===== src/rtl/mvg_pkg.sv =====
// Package: shared value/strength codes and function-select encoding for the
// multi-input strength gate. Assumes 2-bit codes throughout.
package mvg_pkg;

    typedef logic [1:0] lv_t;
    typedef logic [1:0] ds_t;

    localparam lv_t LV_0 = 2'b00;
    localparam lv_t LV_1 = 2'b01;
    localparam lv_t LV_X = 2'b10;

    localparam ds_t DS_STRONG = 2'b00;
    localparam ds_t DS_HIZ    = 2'b01;
    localparam ds_t DS_UNDET  = 2'b10;

    typedef enum logic [1:0] {
        FN_AND = 2'b00,
        FN_OR  = 2'b01,
        FN_XOR = 2'b10,
        FN_RSV = 2'b11
    } fn_e;

    // Map any code with the upper bit set to unknown.
    function automatic lv_t lv_norm(lv_t v);
        return v[1] ? LV_X : v;
    endfunction

    // Three-valued inversion: 0<->1, unknown stays unknown.
    function automatic lv_t lv_not(lv_t v);
        lv_t n;
        n = lv_norm(v);
        if (n == LV_X) return LV_X;
        return (n == LV_0) ? LV_1 : LV_0;
    endfunction

endpackage


===== src/rtl/mvg_invert.sv =====
// Module: input conditioning stage. Normalises every input code and inverts
// the lowest-indexed inputs whose index is below inv_cnt.
// Assumes: CW is wide enough to hold NUM_IN.
module mvg_invert
    import mvg_pkg::*;
#(
    parameter int NUM_IN = 3,
    parameter int CW     = $clog2(NUM_IN + 1)
) (
    input  logic [2*NUM_IN-1:0] raw_vals,
    input  logic [CW-1:0]       inv_cnt,
    output logic [2*NUM_IN-1:0] eff_vals
);

    for (genvar gi = 0; gi < NUM_IN; gi++) begin : g_in
        // Per-input: invert when the index falls below the count.
        assign eff_vals[2*gi +: 2] = (inv_cnt > CW'(gi)) ? lv_not(raw_vals[2*gi +: 2])
                                                         : lv_norm(raw_vals[2*gi +: 2]);
    end

endmodule


===== src/rtl/mvg_reduce.sv =====
// Module: three-valued reduction of all effective inputs by AND, OR or XOR.
// Assumes: inputs are already normalised (no code 11).
module mvg_reduce
    import mvg_pkg::*;
#(
    parameter int NUM_IN = 3
) (
    input  logic [2*NUM_IN-1:0] eff_vals,
    input  fn_e                 fn_sel,
    output lv_t                 result
);

    logic any0, any1, anyx, parity;

    // Scan inputs for dominant values, unknowns and odd parity.
    always_comb begin
        any0   = 1'b0;
        any1   = 1'b0;
        anyx   = 1'b0;
        parity = 1'b0;
        for (int i = 0; i < NUM_IN; i++) begin
            if (eff_vals[2*i +: 2] == LV_0) any0 = 1'b1;
            if (eff_vals[2*i +: 2] == LV_1) begin
                any1   = 1'b1;
                parity = ~parity;
            end
            if (eff_vals[2*i +: 2] == LV_X) anyx = 1'b1;
        end
    end

    // Apply the selected function with dominance rules.
    always_comb begin
        unique case (fn_sel)
            FN_OR:   result = any1 ? LV_1 : (anyx ? LV_X : LV_0);
            FN_XOR:  result = anyx ? LV_X : (parity ? LV_1 : LV_0);
            default: result = any0 ? LV_0 : (anyx ? LV_X : LV_1);
        endcase
    end

    // Guard: an AND result of 1 needs every input to be a clean 1.
    always_comb begin
        if ((fn_sel == FN_AND || fn_sel == FN_RSV) && result == LV_1) begin
            p_and_all_ones_r2: assert (eff_vals == {NUM_IN{LV_1}});
        end
    end

    // Guard: XOR never yields a clean value while an input is unknown.
    always_comb begin
        if (fn_sel == FN_XOR && eff_vals[2*0 +: 2] == LV_X) begin
            p_xor_unknown_r4: assert (result == LV_X);
        end
    end

endmodule


===== src/rtl/mvg_drive.sv =====
// Module: output driver mapping a logic result to value/strength pairs for the
// true and optional complementary outputs, in normal or open-collector mode.
// Assumes: result is a normalised code.
module mvg_drive
    import mvg_pkg::*;
#(
    parameter bit COMP_EN = 1'b1
) (
    input  lv_t  result,
    input  logic oc_mode,
    output lv_t  t_val,
    output ds_t  t_str,
    output lv_t  c_val,
    output ds_t  c_str
);

    lv_t comp_res;

    // Strength carried by a result under open-collector drive.
    function automatic ds_t oc_strength(lv_t r);
        if (r == LV_1) return DS_HIZ;
        if (r == LV_0) return DS_STRONG;
        return DS_UNDET;
    endfunction

    assign comp_res = lv_not(result);

    // True output mapping.
    always_comb begin
        t_val = oc_mode ? LV_0 : result;
        t_str = oc_mode ? oc_strength(result) : DS_STRONG;
    end

    if (COMP_EN) begin : g_comp
        // Complementary output mapping.
        always_comb begin
            c_val = oc_mode ? LV_0 : comp_res;
            c_str = oc_mode ? oc_strength(comp_res) : DS_STRONG;
        end
    end else begin : g_nocomp
        // Unused complement parks at released low.
        always_comb begin
            c_val = LV_0;
            c_str = DS_HIZ;
        end
    end

    // Guard: open-collector never drives a high value.
    always_comb begin
        if (oc_mode) begin
            p_oc_value_low_r6: assert (t_val == LV_0 && c_val == LV_0);
        end
    end

    // Guard: true and complement never both release in open-collector mode.
    always_comb begin
        if (oc_mode && COMP_EN) begin
            p_comp_not_both_hiz_r8: assert (!(t_str == DS_HIZ && c_str == DS_HIZ));
        end
    end

endmodule


===== src/rtl/mvg_gate.sv =====
// Module: top of the configurable multi-input strength gate. Chains input
// conditioning, reduction and output drive, with an optional output register.
// Assumes: NUM_IN >= 2; synchronous active-low reset.
module mvg_gate
    import mvg_pkg::*;
#(
    parameter int NUM_IN  = 3,
    parameter bit COMP_EN = 1'b1,
    parameter bit REG_OUT = 1'b1,
    localparam int CW     = $clog2(NUM_IN + 1)
) (
    input  logic                clk,
    input  logic                rst_n,
    input  logic [2*NUM_IN-1:0] in_vals,
    input  logic [1:0]          fn_sel,
    input  logic [CW-1:0]       inv_cnt,
    input  logic                oc_mode,
    output logic [1:0]          out_val,
    output logic [1:0]          out_str,
    output logic [1:0]          outn_val,
    output logic [1:0]          outn_str
);

    logic [2*NUM_IN-1:0] eff_vals;
    lv_t result;
    lv_t t_val, c_val;
    ds_t t_str, c_str;

    mvg_invert #(.NUM_IN(NUM_IN), .CW(CW)) i_invert (
        .raw_vals (in_vals),
        .inv_cnt  (inv_cnt),
        .eff_vals (eff_vals)
    );

    mvg_reduce #(.NUM_IN(NUM_IN)) i_reduce (
        .eff_vals (eff_vals),
        .fn_sel   (fn_e'(fn_sel)),
        .result   (result)
    );

    mvg_drive #(.COMP_EN(COMP_EN)) i_drive (
        .result  (result),
        .oc_mode (oc_mode),
        .t_val   (t_val),
        .t_str   (t_str),
        .c_val   (c_val),
        .c_str   (c_str)
    );

    if (REG_OUT) begin : g_reg
        // Capture value and strength; reset loads released logic 0.
        always_ff @(posedge clk) begin
            if (!rst_n) begin
                out_val  <= LV_0;
                out_str  <= DS_HIZ;
                outn_val <= LV_0;
                outn_str <= DS_HIZ;
            end else begin
                out_val  <= t_val;
                out_str  <= t_str;
                outn_val <= c_val;
                outn_str <= c_str;
            end
        end

        // Reset state is visible on the first edge after release.
        p_reset_state_r9: assert property (@(posedge clk) disable iff (!rst_n)
            $rose(rst_n) |-> (out_val == LV_0 && out_str == DS_HIZ));

        // Normal mode drives strong one edge later.
        p_normal_strong_r7: assert property (@(posedge clk) disable iff (!rst_n)
            !oc_mode |=> (out_str == DS_STRONG));

        // Open-collector mode holds value low one edge later.
        p_oc_low_reg_r6: assert property (@(posedge clk) disable iff (!rst_n)
            oc_mode |=> (out_val == LV_0));
    end else begin : g_comb
        // Pass-through when no output stage is wanted.
        always_comb begin
            out_val  = t_val;
            out_str  = t_str;
            outn_val = c_val;
            outn_str = c_str;
        end
    end

endmodule


===== config.mk =====
export PLATFORM = sky130hd
export DESIGN_NAME = mvg_gate
export DESIGN_NICKNAME = d
export VERILOG_FILES = /design/src/rtl/mvg_pkg.sv /design/src/rtl/mvg_invert.sv /design/src/rtl/mvg_reduce.sv /design/src/rtl/mvg_drive.sv /design/src/rtl/mvg_gate.sv
export SDC_FILE = /design/constraint.sdc
export NUM_CORES = 1
export LEC_CHECK = 0
export ABC_AREA = 1
export ABC_CLOCK_PERIOD_IN_PS = 2240
export CORE_AREA = 4 4 41 43
export DETAILED_ROUTE_END_ITERATION = 8
export DIE_AREA = 0 0 45 47
export PLACE_DENSITY = 0.68
export SETUP_SLACK_MARGIN = 0.4
export SYNTH_ARGS = -nofsm -noshare
export SYNTH_HDL_FRONTEND = slang
export SYNTH_SLANG_ARGS = --single-unit

===== constraint.sdc =====
create_clock -name clk -period 2.24 [get_ports clk]
set_input_delay 0.448 -clock clk [delete_from_list [all_inputs] [get_ports clk]]
set_output_delay 0.448 -clock clk [all_outputs]
set_load 0.02 [all_outputs]

==> impl_metrics.toml, run 1 <==
[worst_setup_path]
worstSetupPathType = "primary input to register"
endpoint_kind = "register"
slowest_stage = "clkdlybuf4s50_1"
cp_num_buf_inv = 2
path_common_cell = "nand2_1"
crit_path_start_kind = "primary input"
crit_fanout = 3
slowest_delay_ns = 0.48
critical-path-top-delay-family = "simple AND/OR/NAND/NOR gates"
worstPathArrival_ns = 1.85
required_ns = 2.38
path_cells = "clkdlybuf4s50_1, clkinv_2, nand3_2, ha_4, nand3b_1, nand3_1, nand2_1, nand2_1, nand2_2, nand3_1, nand2_1"

[timing]
finalCriticalPeriod_ns = 1.71
period_share_pct = 76.6
holdWs_ns = 0.766
hold_viol_final = 0
rsz0062_at_grt = "no"
max_clock_freq_mhz = 583
setup_violations = 0
worst_pin_slew_ns = 0.218
tns_ns = 0
final_max_slew_viol_count = 0
max-slew-margin-rel_pct = 85.4
fin_ws_ns = 0.525

[detailed_routing]
drt_iter0_markers = 9
vias = 540
drt_wl_total_um = 1160
wire_per_inst_um = 10.1
route.detailed.drc = 0
drt_first_pass_iters = 4
antenna_left = 0
vias_per_cell = 4.70

[floorplan]
initial_core_util_pct = 38.6
ios = 21
dieHeight_um = 47
dieArea_um2 = 2120
core_um2 = 1300
die_w_um = 45
row_count = 13

[global_route]
first_global_vias = 450
antenna_found_initial = 0
grt_pass1_wl_um = 1730
grt-ovfl-total = 0
grt_start_max_net_pins = 8
grt_use_total_pct = 11.5

[hold_path]
min_path_cells = 2
worstHoldStart = "rst_n"
hold_path.class = "primary input to register"
min_to = "outn_str[0]"

[yosys]
yosys.cell_types.count = 16
synth_fp_nets = 92
netlist_instances = 76
avgSynthCellArea_um2 = 6.60
netlist_area_um2 = 502
synth-seq-cells = 8
ys_seq_area_share_pct = 31.9
ys_warn_count = 0

[final_layout]
final_layout_size_suffix_gt1_share_pct = 26.0
fillers = 119
diodes = 0
final_area_um2 = 798
area_growth_pct = 59.1
nNetsFinal = 118

[power]
leakage_nw = 0.402
p_per_area_nw_per_um2 = 489
peakVddDrop_uv = 210

[cts]
cts_root_buf = "clkbuf_4"
htreeDepth = 1
cts_tree = "yes"
clock_sinks = 8
cts_buffers = 3
cts_hold_buf = 0
cts.clk_slew.worst_paths_ns = 0.05
clk_path_buf_depth = 2

[place]
gp_congestion = 0.797
dpl-instance-area_um2 = 721
pre_cts_ws_ns = 0.00925
port_buffers = 20
hpwl_um = 902

[run_status]
outcome = "completed"

[job]
maxCapViolCount = 0
-- per-layer routing --
metal  vias up  track usage [%]  routed length (µm)
li1        280                -                   -
met1       244             12.8                 479
met2        14             19.2                 604
met3         2             3.45                  56
met4         0             7.02                  21
met5         -                0                   0
-- synthesized netlist by cell type, drive strengths merged --
library cell	count	area, µm²
inv	11	41.3
nand4	1	6.26
nand2	27	124
a21oi	1	8.76
nor2	9	36.3
clkinv	4	20.0
o21ai	1	5.00
nand3b	1	7.51
nand3	10	55.1
dfxtp	8	160
ha	3	37.5
-- area by class of cell --
| cell class | instances | area (µm²) | area share, % |
|---|---|---|---|
| inverters | 15 | 61.3 | 7.68 |
| multi-input cells | 53 | 325 | 40.8 |
| flip-flops and latches | 8 | 160 | 20.1 |
| repair buffers | 21 | 210 | 26.3 |
| clock buffers | 3 | 22.5 | 2.82 |
| well taps | 15 | 18.8 | 2.35 |
-- worst max-delay path by stage --
stage / startpoint / endpoint / slack (ns) / cells past startpoint
after floorplan: inv_cnt[0] / out_str[0] / 0.67 / 10
after global placement: inv_cnt[1] / out_str[0] / 0.09 / 11
after detailed placement: inv_cnt[1] / out_str[0] / 0.009 / 11
after CTS: in_vals[0] / out_str[0] / 0.42 / 12
after global routing: in_vals[3] / outn_str[0] / 0.41 / 12
final: in_vals[1] / out_str[0] / 0.53 / 11
-- kinds of logic after synthesis --
family / count (synthesis) / share of synthesized area (%)
and+or+nand+nor: 48 / 45.6
buffers and inverters: 15 / 12.2
AOI/OAI and AO/OA: 2 / 2.74
DFF: 8 / 31.9
adders and majority gates: 3 / 7.48
-- per-stage QoR --
stage	utilization, %	instances	total power (W)
floorplan	-	76	0.000223
global placement	55.4	111	0.000271
detailed placement	55.4	111	0.000273
CTS	56.9	114	0.000382
global route	61.3	115	0.000418
finish	61.3	115	0.000390
-- power by group --
part | switching, W | internal [W] | leakage (nW)
Sequential | 0.00000206 | 0.000151 | 0.0658
Combinational | 0.0000681 | 0.0000616 | 0.323
Clock | 0.0000468 | 0.0000612 | 0.0138
-- timing repair --
action                     CTS  global route
setup endpoints to repair    4             4
pin swaps                    1             3
gates resized for setup      3             8
gates cloned                 0             0
setup buffers                0             1
-- sequential cells by signal (all words and copies together), names as in the netlist --
register  cells
outn_str      2
outn_val      2
out_str       2
out_val       2
-- cell usage in the layout (no fill, tap or decap) --
cell type        count
nand2_1             19
clkdlybuf4s50_1     16
inv_1                8
nor2_1               8
dfxtp_1              8
nand2_2              7
nand3_1              7
clkinv_2             4
inv_2                3
nand3_2              3
clkbuf_4             3
ha_4                 2
dlygate4sd2_1        2
dlymetal6s2s_1       2
o21ai_1              1
nand3b_1             1
a21oi_4              1
nand4_1              1
nand2_4              1
nor2_2               1
ha_1                 1
buf_4                1
Note: power is estimated with default switching activity, not from simulation.
==> run 2: changes to the inputs <==
Settings changed: ABC_CLOCK_PERIOD_IN_PS 2240 to 1400, CORE_AREA 4 4 41 43 to unset, CORE_MARGIN set to 4, CORE_UTILIZATION set to 36, DIE_AREA 0 0 45 47 to unset.
Clock period 2.24 ns to 1.4 ns, I/O delays scaled along.
==> impl_metrics.toml, run 2 (synthesis gave the netlist of run 1 again) <==
[final_layout]
multi_input_area_um2 = 392
nNetsFinal = 128
layout_common_cells = "buf_4, nand2_1, nand2_2"
final_layout_size_suffix_gt1_share_pct = 58.2
fillers = 120
diodes = 0
regArea_um2 = 161
fin_cells = 125
fin_util_pct = 71.8
area_growth_pct = 86.3
final_common_cell = "buf_4"

[power]
switchingPower_w = 0.000205
peakVddDrop_uv = 309
leakage_nw = 0.470
p_sw_share_pct = 30.8
p_seq_share_pct = 36.8
p_per_area_nw_per_um2 = 713
p_clk_share_pct = 24.8
comb_power_share_pct = 38.4
intPower_w = 0.000461

[place]
pre_cts_ws_ns = -0.603
place_inst = 118
port_buffers = 20
hpwl_um = 898
gp_congestion = 0.830

[hold_path]
hold_path.class = "primary input to register"
min_path_cells = 2

[cts]
clock_sinks = 8
cts.clk_slew.worst_paths_ns = 0.05
cts_root_buf = "clkbuf_4"
cts_tree = "yes"
clk_path_buf_depth = 2
htreeDepth = 1
cts_hold_buf = 0
cts_buffers = 3

[timing]
fin_ws_ns = 0.0697
holdWs_ns = 0.605
final_max_slew_viol_count = 0
hold_viol_final = 0
tns_ns = 0
max_clock_freq_mhz = 752
max-slew-margin-rel_pct = 88.5
setup_violations = 0
rsz0062_at_grt = "yes"
period_share_pct = 95.0
worst_pin_slew_ns = 0.172
finalCriticalPeriod_ns = 1.33

[worst_setup_path]
endpoint_kind = "register"
crit_path_start_kind = "primary input"
crit_fanout = 3
slowest_stage = "o21ai_4"
path_cells = "buf_8, o21ai_4, nand3_4, buf_6, buf_6, buf_6, nand2_4, nand4_1, nand2_4, clkinv_4, nand3_2, nand2_1"
slowest_delay_ns = 0.17
worstSetupPathType = "primary input to register"
required_ns = 1.54
worstPathArrival_ns = 1.47
path_common_cell = "buf_6"

[global_route]
grt_use_total_pct = 14.7
first_global_vias = 570
grt_pass1_wl_um = 2190
grt_start_max_net_pins = 8
antenna_found_initial = 0
grt-ovfl-total = 0

[floorplan]
dieHeight_um = 45.3
initial_core_util_pct = 38.6
ios = 21
die_w_um = 45.3
dieArea_um2 = 2050
core_um2 = 1300
row_count = 13

[detailed_routing]
drt_iter0_markers = 5
drt_first_pass_iters = 4
wire_per_inst_um = 10.4
vias_per_cell = 4.61
route.detailed.drc = 0
vias = 576
antenna_left = 0
drt_wl_total_um = 1300

[job]
maxCapViolCount = 0

[run_status]
outcome = "completed"
-- run 2: stage by stage --
step                power [W]  cell area (µm²)
detailed placement   0.000455              777
global route         0.000710              935
floorplan            0.000357              505
finish               0.000666              935
CTS                  0.000649              873
global placement     0.000451              777
-- run 2: path summary, 6_finish.rpt --
check	start	to	slack (ns)
worst max-delay path	inv_cnt[0]	outn_str[0]	0.07
worst min-delay path	rst_n	out_str[0]	0.60
-- run 2: what timing repair did --
item	4_1_cts	5_1_grt
endpoints found under the setup margin	16	16
pin swaps	15	9
resized for setup	82	20
setup buffers	4	0
cloned	0	0
-- run 2: layer usage --
metal	wire [µm]	part of all wire (%)	track usage (%)
met1	477	37	14.6
met2	696	54	27.1
met3	97	7.5	2.39
met4	27	2.1	10.5
met5	0	0	0
-- run 2: worst max-delay path, delay by kind of cell --
family / cells / cell delay, ns
AO/OA/AOI/OAI: 1 / 0.17
AND/OR/NAND/NOR: 6 / 0.54
buffers and inverters: 5 / 0.50
-- run 2: power groups by stage --
stage / registers, W / logic, W / clock network (W)
5_1_grt: 0.000246 / 0.000277 / 0.000187
4_1_cts: 0.000244 / 0.000233 / 0.000172
3_5_place_dp: 0.000249 / 0.000206 / 0
6_report: 0.000245 / 0.000256 / 0.000165
2_1_floorplan: 0.000266 / 0.0000909 / 0
3_3_place_gp: 0.000248 / 0.000203 / 0
-- run 2: final cells by class --
class | count | share of cell area [%]
repair buffers | 31 | 29.5
well taps | 15 | 2.01
clock buffers | 3 | 2.41
multi-input cells | 53 | 41.9
inverters | 15 | 6.96
flip-flops and latches | 8 | 17.3
==> run 3: changes to the inputs <==
Settings changed: REMOVE_ABC_BUFFERS set to 1.
==> impl_metrics.toml, run 3 (synthesis gave the netlist of run 1 again) <==
[timing]
finalCriticalPeriod_ns = 1.26
setup_violations = 0
period_share_pct = 90.2
final_max_slew_viol_count = 0
max-slew-margin-rel_pct = 88.5
max_clock_freq_mhz = 792
rsz0062_at_grt = "yes"
fin_ws_ns = 0.137
worst_pin_slew_ns = 0.172
hold_viol_final = 0
tns_ns = 0
holdWs_ns = 0.598

[detailed_routing]
drt_wl_total_um = 1320
wire_per_inst_um = 10.7
antenna_left = 0
vias = 579
drt_first_pass_iters = 4
route.detailed.drc = 0
vias_per_cell = 4.67
drt_iter0_markers = 12

[final_layout]
final_area_um2 = 930
area_growth_pct = 85.3
fillers = 118
diodes = 0
final_common_cell = "buf_4"
nNetsFinal = 127
final_layout_size_suffix_gt1_share_pct = 60.6
fin_util_pct = 71.4
layout_common_cells = "buf_4, nand2_2, nand2_1"

[job]
maxCapViolCount = 0

[cts]
cts_root_buf = "clkbuf_4"
cts_hold_buf = 0
cts_tree = "yes"
clock_sinks = 8
cts.clk_slew.worst_paths_ns = 0.05
htreeDepth = 1
cts_buffers = 3
clk_path_buf_depth = 2

[place]
gp_congestion = 0.824
dpl-instance-area_um2 = 773
hpwl_um = 914
pre_cts_ws_ns = -0.602
port_buffers = 20

[worst_setup_path]
required_ns = 1.59
crit_fanout = 3
endpoint_kind = "register"
worstPathArrival_ns = 1.45
crit_path_start_kind = "primary input"
worstSetupPathType = "primary input to register"

[run_status]
outcome = "completed"

[floorplan]
core_um2 = 1300
initial_core_util_pct = 38.6
dieHeight_um = 45.3
dieArea_um2 = 2050
die_w_um = 45.3
row_count = 13
ios = 21

[global_route]
grt_pass1_wl_um = 1900
grt_use_total_pct = 12.6
first_global_vias = 535
antenna_found_initial = 0
grt_start_max_net_pins = 8
grt-ovfl-total = 0

[hold_path]
min_path_cells = 2
hold_path.class = "primary input to register"

[power]
peakVddDrop_uv = 401
leakage_nw = 0.463
p_per_area_nw_per_um2 = 723
-- run 3: worst paths after layout --
path,start,endpoint,slack (ns)
max,inv_cnt[0],outn_val[0],0.14
min,rst_n,out_str[0],0.60
-- run 3: timing repair --
action / CTS / global route
cloned: 0 / 0
buffers inserted: 3 / 0
pin swaps: 18 / 13
endpoints found under the setup margin: 16 / 15
gates resized for setup: 85 / 23
-- run 3: power by group --
part	total, W	switching (W)	internal, W
clock network	0.000169	0.0000712	0.0000976
logic	0.000259	0.000138	0.000121
registers	0.000244	0.00000314	0.000241
-- run 3: critical path: stages --
cell and delay [ns]:
buf_8 0.10, o21ai_4 0.15, nand3_4 0.10, ha_4 0.24
nand3b_1 0.15, nand3_1 0.07, nand2_1 0.05, nand2_1 0.07
nand2_2 0.07, inv_4 0.07, nand2_2 0.04, nor2_2 0.06
-- run 3: cell type report --
cell class                      count  area (µm²)  area share (%)
Clock buffer                        3        22.5            2.42
Inverter                           15        66.3            7.13
Multi-Input combinational cell     53         408            43.9
Sequential cell                     8         160            17.2
Tap cell                           15        18.8            2.02
Timing Repair Buffer               30         254            27.3
-- run 3: metrics by stage --
step | instances | total power (W)
6_report | 124 | 0.000672
5_1_grt | 124 | 0.000713
4_1_cts | 124 | 0.000648
3_5_place_dp | 118 | 0.000453
3_3_place_gp | 118 | 0.000448
2_1_floorplan | 76 | 0.000356
-- run 3: per-layer routing --
metal / track usage, % / wire length [µm] / vias to the layer above
met5: 0 / 0 / -
met4: 7.02 / 9 / 0
met3: 2.39 / 68 / 2
met2: 24.3 / 739 / 18
met1: 12.2 / 505 / 256
li1: - / - / 303
